`src/rtl/tick_timer_pkg.sv`:
```
package tick_timer_pkg;

    localparam int CTRL_EN_BIT   = 0;
    localparam int CTRL_IE_BIT   = 1;
    localparam int CTRL_SRC_BIT  = 2;
    localparam int CTRL_FLAG_BIT = 16;

    typedef enum logic [1:0] {
        REG_CTRL   = 2'd0,
        REG_RELOAD = 2'd1,
        REG_CUR    = 2'd2,
        REG_NONE   = 2'd3
    } reg_sel_e;

    typedef struct packed {
        logic src;
        logic ie;
        logic en;
    } ctrl_t;

endpackage

```
`src/rtl/tt_bus_decode.sv`:
```
module tt_bus_decode
    import tick_timer_pkg::*;
#(
    parameter int ADDR_W = 4
) (
    input  logic              sel,
    input  logic              wr,
    input  logic [ADDR_W-1:0] addr,
    output reg_sel_e          acc_sel,
    output logic              ctrl_wr,
    output logic              reload_wr,
    output logic              cur_wr,
    output logic              ctrl_rd
);

    logic       hit;
    logic [1:0] word;
    logic       unused_lsb;

    assign word       = addr[3:2];
    assign unused_lsb = ^addr[1:0];

    generate
        if (ADDR_W > 4) begin : g_wide
            assign hit = sel && (addr[ADDR_W-1:4] == '0);
        end else begin : g_narrow
            assign hit = sel;
        end
    endgenerate

    always_comb begin
        acc_sel = REG_NONE;
        if (hit) begin
            case (word)
                2'd0:    acc_sel = REG_CTRL;
                2'd1:    acc_sel = REG_RELOAD;
                2'd2:    acc_sel = REG_CUR;
                default: acc_sel = REG_NONE;
            endcase
        end
        ctrl_wr   = wr  && (acc_sel == REG_CTRL);
        reload_wr = wr  && (acc_sel == REG_RELOAD);
        cur_wr    = wr  && (acc_sel == REG_CUR);
        ctrl_rd   = !wr && (acc_sel == REG_CTRL);
    end

endmodule

```
`src/rtl/tt_cfg_regs.sv`:
```
module tt_cfg_regs
    import tick_timer_pkg::*;
#(
    parameter int CNT_W = 24
) (
    input  logic             clk,
    input  logic             rst_n,
    input  logic             ctrl_wr,
    input  logic             reload_wr,
    input  logic [CNT_W-1:0] wdata,
    output ctrl_t            ctrl,
    output logic [CNT_W-1:0] reload_q
);

    typedef struct packed {
        ctrl_t            ctrl;
        logic [CNT_W-1:0] reload;
    } cfg_t;

    cfg_t cfg_d, cfg_q;

    always_comb begin
        cfg_d = cfg_q;
        if (ctrl_wr) begin
            cfg_d.ctrl.en  = wdata[CTRL_EN_BIT];
            cfg_d.ctrl.ie  = wdata[CTRL_IE_BIT];
            cfg_d.ctrl.src = wdata[CTRL_SRC_BIT];
        end
        if (reload_wr) begin
            cfg_d.reload = wdata;
        end
    end

    always_ff @(posedge clk or negedge rst_n) begin
        if (!rst_n) begin
            cfg_q <= '0;
        end else begin
            cfg_q <= cfg_d;
        end
    end

    assign ctrl     = cfg_q.ctrl;
    assign reload_q = cfg_q.reload;

endmodule

```
`src/rtl/tt_down_counter.sv`:
```
module tt_down_counter #(
    parameter int CNT_W = 24
) (
    input  logic             clk,
    input  logic             rst_n,
    input  logic             en,
    input  logic             src_core,
    input  logic             ref_tick,
    input  logic             clear,
    input  logic [CNT_W-1:0] reload,
    output logic [CNT_W-1:0] cnt_q,
    output logic             step,
    output logic             wrap
);

    localparam logic [CNT_W-1:0] ONE = CNT_W'(1);

    typedef struct packed {
        logic [CNT_W-1:0] cnt;
    } cnt_st_t;

    cnt_st_t st_d, st_q;

    always_comb begin
        st_d = st_q;
        step = en && (src_core || ref_tick);
        wrap = 1'b0;
        if (clear) begin
            st_d.cnt = '0;
        end else if (step) begin
            if (st_q.cnt == '0) begin
                st_d.cnt = reload;
            end else begin
                st_d.cnt = st_q.cnt - ONE;
                wrap     = (st_q.cnt == ONE);
            end
        end
    end

    always_ff @(posedge clk or negedge rst_n) begin
        if (!rst_n) begin
            st_q <= '0;
        end else begin
            st_q <= st_d;
        end
    end

    assign cnt_q = st_q.cnt;

endmodule

```
`src/rtl/tt_wrap_status.sv`:
```
module tt_wrap_status (
    input  logic clk,
    input  logic rst_n,
    input  logic wrap,
    input  logic ie,
    input  logic ack_rd,
    input  logic clear,
    output logic flag_q,
    output logic irq_q
);

    typedef struct packed {
        logic flag;
        logic irq;
    } stat_t;

    stat_t st_d, st_q;

    always_comb begin
        st_d = st_q;
        if (ack_rd || clear) begin
            st_d.flag = 1'b0;
        end
        if (wrap) begin
            st_d.flag = 1'b1;
        end
        st_d.irq = wrap && ie;
    end

    always_ff @(posedge clk or negedge rst_n) begin
        if (!rst_n) begin
            st_q <= '0;
        end else begin
            st_q <= st_d;
        end
    end

    assign flag_q = st_q.flag;
    assign irq_q  = st_q.irq;

endmodule

```
`src/rtl/tick_timer.sv`:
```
module tick_timer
    import tick_timer_pkg::*;
#(
    parameter int CNT_W  = 24,
    parameter int ADDR_W = 4,
    parameter int DATA_W = 32
) (
    input  logic              clk,
    input  logic              rst_n,
    input  logic              bus_sel,
    input  logic              bus_wr,
    input  logic [ADDR_W-1:0] bus_addr,
    input  logic [DATA_W-1:0] bus_wdata,
    output logic [DATA_W-1:0] bus_rdata,
    input  logic              ref_tick,
    output logic              irq
);

    reg_sel_e         acc_sel;
    logic             ctrl_wr;
    logic             reload_wr;
    logic             cur_wr;
    logic             ctrl_rd;
    ctrl_t            ctrl;
    logic [CNT_W-1:0] reload_q;
    logic [CNT_W-1:0] cnt_q;
    logic             step;
    logic             wrap;
    logic             flag_q;

    generate
        if (DATA_W > CNT_W) begin : g_pad
            logic unused_wdata;
            assign unused_wdata = ^bus_wdata[DATA_W-1:CNT_W];
        end
    endgenerate

    tt_bus_decode #(
        .ADDR_W(ADDR_W)
    ) u_decode (
        .sel      (bus_sel),
        .wr       (bus_wr),
        .addr     (bus_addr),
        .acc_sel  (acc_sel),
        .ctrl_wr  (ctrl_wr),
        .reload_wr(reload_wr),
        .cur_wr   (cur_wr),
        .ctrl_rd  (ctrl_rd)
    );

    tt_cfg_regs #(
        .CNT_W(CNT_W)
    ) u_cfg (
        .clk      (clk),
        .rst_n    (rst_n),
        .ctrl_wr  (ctrl_wr),
        .reload_wr(reload_wr),
        .wdata    (bus_wdata[CNT_W-1:0]),
        .ctrl     (ctrl),
        .reload_q (reload_q)
    );

    tt_down_counter #(
        .CNT_W(CNT_W)
    ) u_counter (
        .clk     (clk),
        .rst_n   (rst_n),
        .en      (ctrl.en),
        .src_core(ctrl.src),
        .ref_tick(ref_tick),
        .clear   (cur_wr),
        .reload  (reload_q),
        .cnt_q   (cnt_q),
        .step    (step),
        .wrap    (wrap)
    );

    tt_wrap_status u_status (
        .clk   (clk),
        .rst_n (rst_n),
        .wrap  (wrap),
        .ie    (ctrl.ie),
        .ack_rd(ctrl_rd),
        .clear (cur_wr),
        .flag_q(flag_q),
        .irq_q (irq)
    );

    always_comb begin
        bus_rdata = '0;
        if (!bus_wr) begin
            case (acc_sel)
                REG_CTRL: begin
                    bus_rdata[CTRL_EN_BIT]   = ctrl.en;
                    bus_rdata[CTRL_IE_BIT]   = ctrl.ie;
                    bus_rdata[CTRL_SRC_BIT]  = ctrl.src;
                    bus_rdata[CTRL_FLAG_BIT] = flag_q;
                end
                REG_RELOAD: bus_rdata = DATA_W'(reload_q);
                REG_CUR:    bus_rdata = DATA_W'(cnt_q);
                default:    bus_rdata = '0;
            endcase
        end
    end

endmodule

```
`config.mk`:
```
export PLATFORM = sky130hd
export DESIGN_NAME = tick_timer
export DESIGN_NICKNAME = d
export VERILOG_FILES = /design/src/rtl/tick_timer_pkg.sv /design/src/rtl/tt_bus_decode.sv /design/src/rtl/tt_cfg_regs.sv /design/src/rtl/tt_down_counter.sv /design/src/rtl/tt_wrap_status.sv /design/src/rtl/tick_timer.sv
export SDC_FILE = /design/constraint.sdc
export NUM_CORES = 1
export LEC_CHECK = 0
export BUFFER_PORTS_ARGS = -buffer_cell sky130_fd_sc_hd__buf_2
export CAP_MARGIN = 20
export CORE_UTILIZATION = 40
export CTS_CLUSTER_SIZE = 30
export DETAILED_ROUTE_END_ITERATION = 10
export PLACE_DENSITY_LB_ADDON = 0.3
export SETUP_SLACK_MARGIN = 0.05
export SYNTH_ARGS = -nofsm -noshare
export SYNTH_HDL_FRONTEND = slang
export SYNTH_SLANG_ARGS = --single-unit
```
`constraint.sdc`:
```
create_clock -name clk -period 3.32 [get_ports clk]
set_clock_uncertainty 0.1 [all_clocks]
set_input_delay 0.332 -clock clk [delete_from_list [all_inputs] [get_ports clk]]
set_output_delay 0.332 -clock clk [all_outputs]
set_load 0.02 [all_outputs]
```
==> metrics.md <==
| Metric | Value |
|---|---|
| Ys flop type | `dfrtp_1` |
| Synth area leader | `dfrtp_1` |
| Number of synthesized flops with an enable pin | `0` |
| # Max-Cap Violations | `0` |
| ANT nets after route | `0` |
| Core area | `7890 um^2` |
| CTS buffer count | `5` |
| Yosys warns | `0` |
| GR peak layer | `met2` |
| Nets | `437` |
| Crit path kind | `register to register` |
| Post_cts resized | `0` |
| Worst r2r src | `u_counter.cnt_q[21]` |
| Maximum operating frequency | `377 MHz` |
| Worst-Skew Late Latency | `0.31 ns` |
| DRT Pass-1 Iters | `5` |
| Complex-gate fraction of the synthesized area | `19.6%` |
| Static Leak | `0.00164 uW` |
| Vias | `2938` |
| Clock-pin transition on the worst setup and hold timing paths | `0.10 ns` |
| Vias per cell | `5.97` |
| Period utilization | `79.8%` |
| CTS root buf | `clkbuf_8` |
| Simple-gate share of the synthesized area | `20.3%` |
| DR iter-0 viols | `247` |
| CTS tree | `built` |
| Pre-CTS setup slack | `0.719 ns` |
| Number of port buffers | `55` |
| Area grow syn2layout | `12.4%` |
| TritonCTS Sinks | `53` |
| GR Util met3 | `3.50%` |
| Met2 Use GR | `35.7%` |
| Reg2Reg Setup Slack | `0.67 ns` |
| Status | `finished with violations` |
| Grt ovf | `0` |
| Cells after Synth | `346` |
| Mapped Area | `3340 um^2` |
| Seq cells post-synth | `53` |
| Critical path launch point type | `register` |
| GRT Resource Usage Total | `21.2%` |
| # Post-CTS Setup Buffers | `0` |
| Final setup TNS | `0 ns` |
| Async SR Flop Fraction | `100%` |
| Post-synthesis mux area share | `11.2%` |
| RSZ-0062 raised after global routing | `false` |
| CTS max path bufs | `2` |
| Tmin final | `2.65 ns` |
| Worst r2r dst | `u_counter.cnt_q[11]` |
| Routed WL | `8760 um` |
| First-pass GRT wire length | `14400 um` |
| Area share of fa/ha/maj cells after synthesis | `2.62%` |
| Row count | `32` |
| Rel. slew slack | `38.1%` |
| Most common cell in the netlist | `dfrtp_1` |
| Final Setup Violations | `0` |
| Failing checks | `hold timing` |
| PD cells | `719 nW/um^2` |
| R2R cell count | `6` |
| Met1 usage | `28.4%` |
| CP Max Fanout | `15` |
| Crit path DAT | `2.71 ns` |
| WP data required | `3.38 ns` |
| Hold buffer count at cts | `0` |
| Ant diodes | `0` |
| DRC viols | `0` |
| Worst VDD drop | `276 uV` |
| I/O pins | `74` |
| Sequential element share of the synthesized area | `39.7%` |
| Chip Width | `93.4 um` |
| H-tree Lvls | `2` |
| Fin. Hold Viols | `24` |
| Antenna violations before repair | `0` |
| Average routed wire per standard cell | `17.8 um` |
| Synth Area in XOR/XNOR | `0%` |
| Setup ws final | `0.671 ns` |
| Chip height | `93.4 um` |
| DIE AREA | `8720 um^2` |
| Detailed Place HPWL | `5960 um` |
| HP Class | `primary input to asynchronous set/reset pin` |
| Crit path capture type | `register` |
| Worst slew pin tran | `0.928 ns` |
| Area contributors post-synth | `dfrtp_1 40%, mux2_2 9.1%, a22oi_1 4.7%` |
| Final Slew Violations | `0` |
| Top cell type's share of synthesized area | `39.7%` |
| Gpl congestion | `0.882` |
| Hold slack | `-0.0118 ns` |
| Vias in the first global route | `2856` |
| Synth cell count leaders | `53 x dfrtp_1, 31 x nor2_1, 27 x mux2_2, 22 x nand2_1, 21 x a22oi_1` |
| Netlist cell types | `54` |
| Starting Density | `42.3%` |
| Layout cells sized above 1 | `28.5%` |
| Largest family of logic cells by synthesized area | `simple AND/OR/NAND/NOR gates` |
| Syn Area/Cell | `9.65 um^2` |
| Largest net degree at the start of global routing | `34` |
[state kept, by name, summed over array words and instances (netlist names)]
signal and count:
u_status.irq_q 1, u_counter.cnt_q 24, u_cfg.reload_q 24, u_cfg.ctrl 3, u_status.flag_q 1
[per-stage QoR]
stage | power, uW | instance area [um^2] | cells | util [%]
after global routing | 2880 | 3750 | 492 | 47.6
after global placement | 2240 | 3650 | 484 | 46.3
final | 2700 | 3750 | 492 | 47.6
after detailed placement | 2280 | 3650 | 484 | 46.3
after CTS | 2690 | 3750 | 492 | 47.6
after floorplan | 1990 | 3370 | 353 | -
[worst max-delay path, stage by stage, from the launching register on]
cell and delay, ns:
dfrtp_1 0.42, or4_4 0.58, nor4b_4 0.39, nand3_2 0.41
buf_4 0.33, o2bb2ai_1 0.19, a221oi_2 0.08
[metal layers]
layer	vias to the layer above	share of wire, %
li1	1382	-
met1	1418	44
met2	121	48
met3	17	6.7
met4	0	1.6
met5	-	0
[cell type report]
type / instances / area, um^2
clock buffer: 7 / 96.3
clock inverter: 1 / 5.00
fill: 738 / 4130
inverter: 6 / 22.5
multi-input combinational: 259 / 1820
sequential: 53 / 1330
tap: 102 / 128
timing repair buffer: 64 / 355
[logic make-up after synthesis]
| group | after synthesis |
|---|---|
| other | 1 |
| adders and majority gates | 7 |
| buffers and inverters | 41 |
| and+or+nand+nor | 120 |
| AOI/OAI and AO/OA | 90 |
| DFF | 53 |
| muxes | 34 |
[power breakdown]
part,switching [uW],internal (uW)
Clock,218,189
Combinational,720,496
Sequential,251,826
Total,1190,1510
[cells in the final DEF, fill, tap and decap left out, drive strengths merged, types with 2 or more instances in the layout]
cell type  synthesis  final
nor3              16     16
ha                 7      7
conb               1      8
o41ai              2      2
mux2              27     27
dfrtp             53     53
inv                6      6
and4               3      3
or3                6      6
nand2             22     22
o221a              2      2
nand4              5      5
nand2b             3      3
a211oi             7      7
o31a               3      3
nor2b              2      2
o21a               2      2
clkbuf            18      7
a21oi             13     13
a32oi              2      2
mux2i              7      7
o21ai             13     13
o22ai             10     10
nand3              5      5
nor4               9      9
a221oi             2      2
buf               17     64
a222oi             4      4
and3               4      4
or4                7      7
nor2              31     31
a31oi              3      3
a22oi             21     21
o31ai              2      2
nor3b              2      2
[worst max path at each step]
stage                   startpoint  cells after the start  slack [ns]                  end
3_3_place_gp   u_counter.cnt_q[21]                      6        0.75  u_counter.cnt_q[11]
5_1_grt        u_counter.cnt_q[21]                      6        0.59   u_counter.cnt_q[4]
6_report       u_counter.cnt_q[21]                      6        0.67  u_counter.cnt_q[11]
2_1_floorplan              bus_sel                      8        1.21   u_counter.cnt_q[5]
4_1_cts        u_counter.cnt_q[21]                      6        0.72  u_counter.cnt_q[11]
3_5_place_dp   u_counter.cnt_q[21]                      6        0.72  u_counter.cnt_q[11]
No activity file was read; power rests on OpenSTA's default activity.
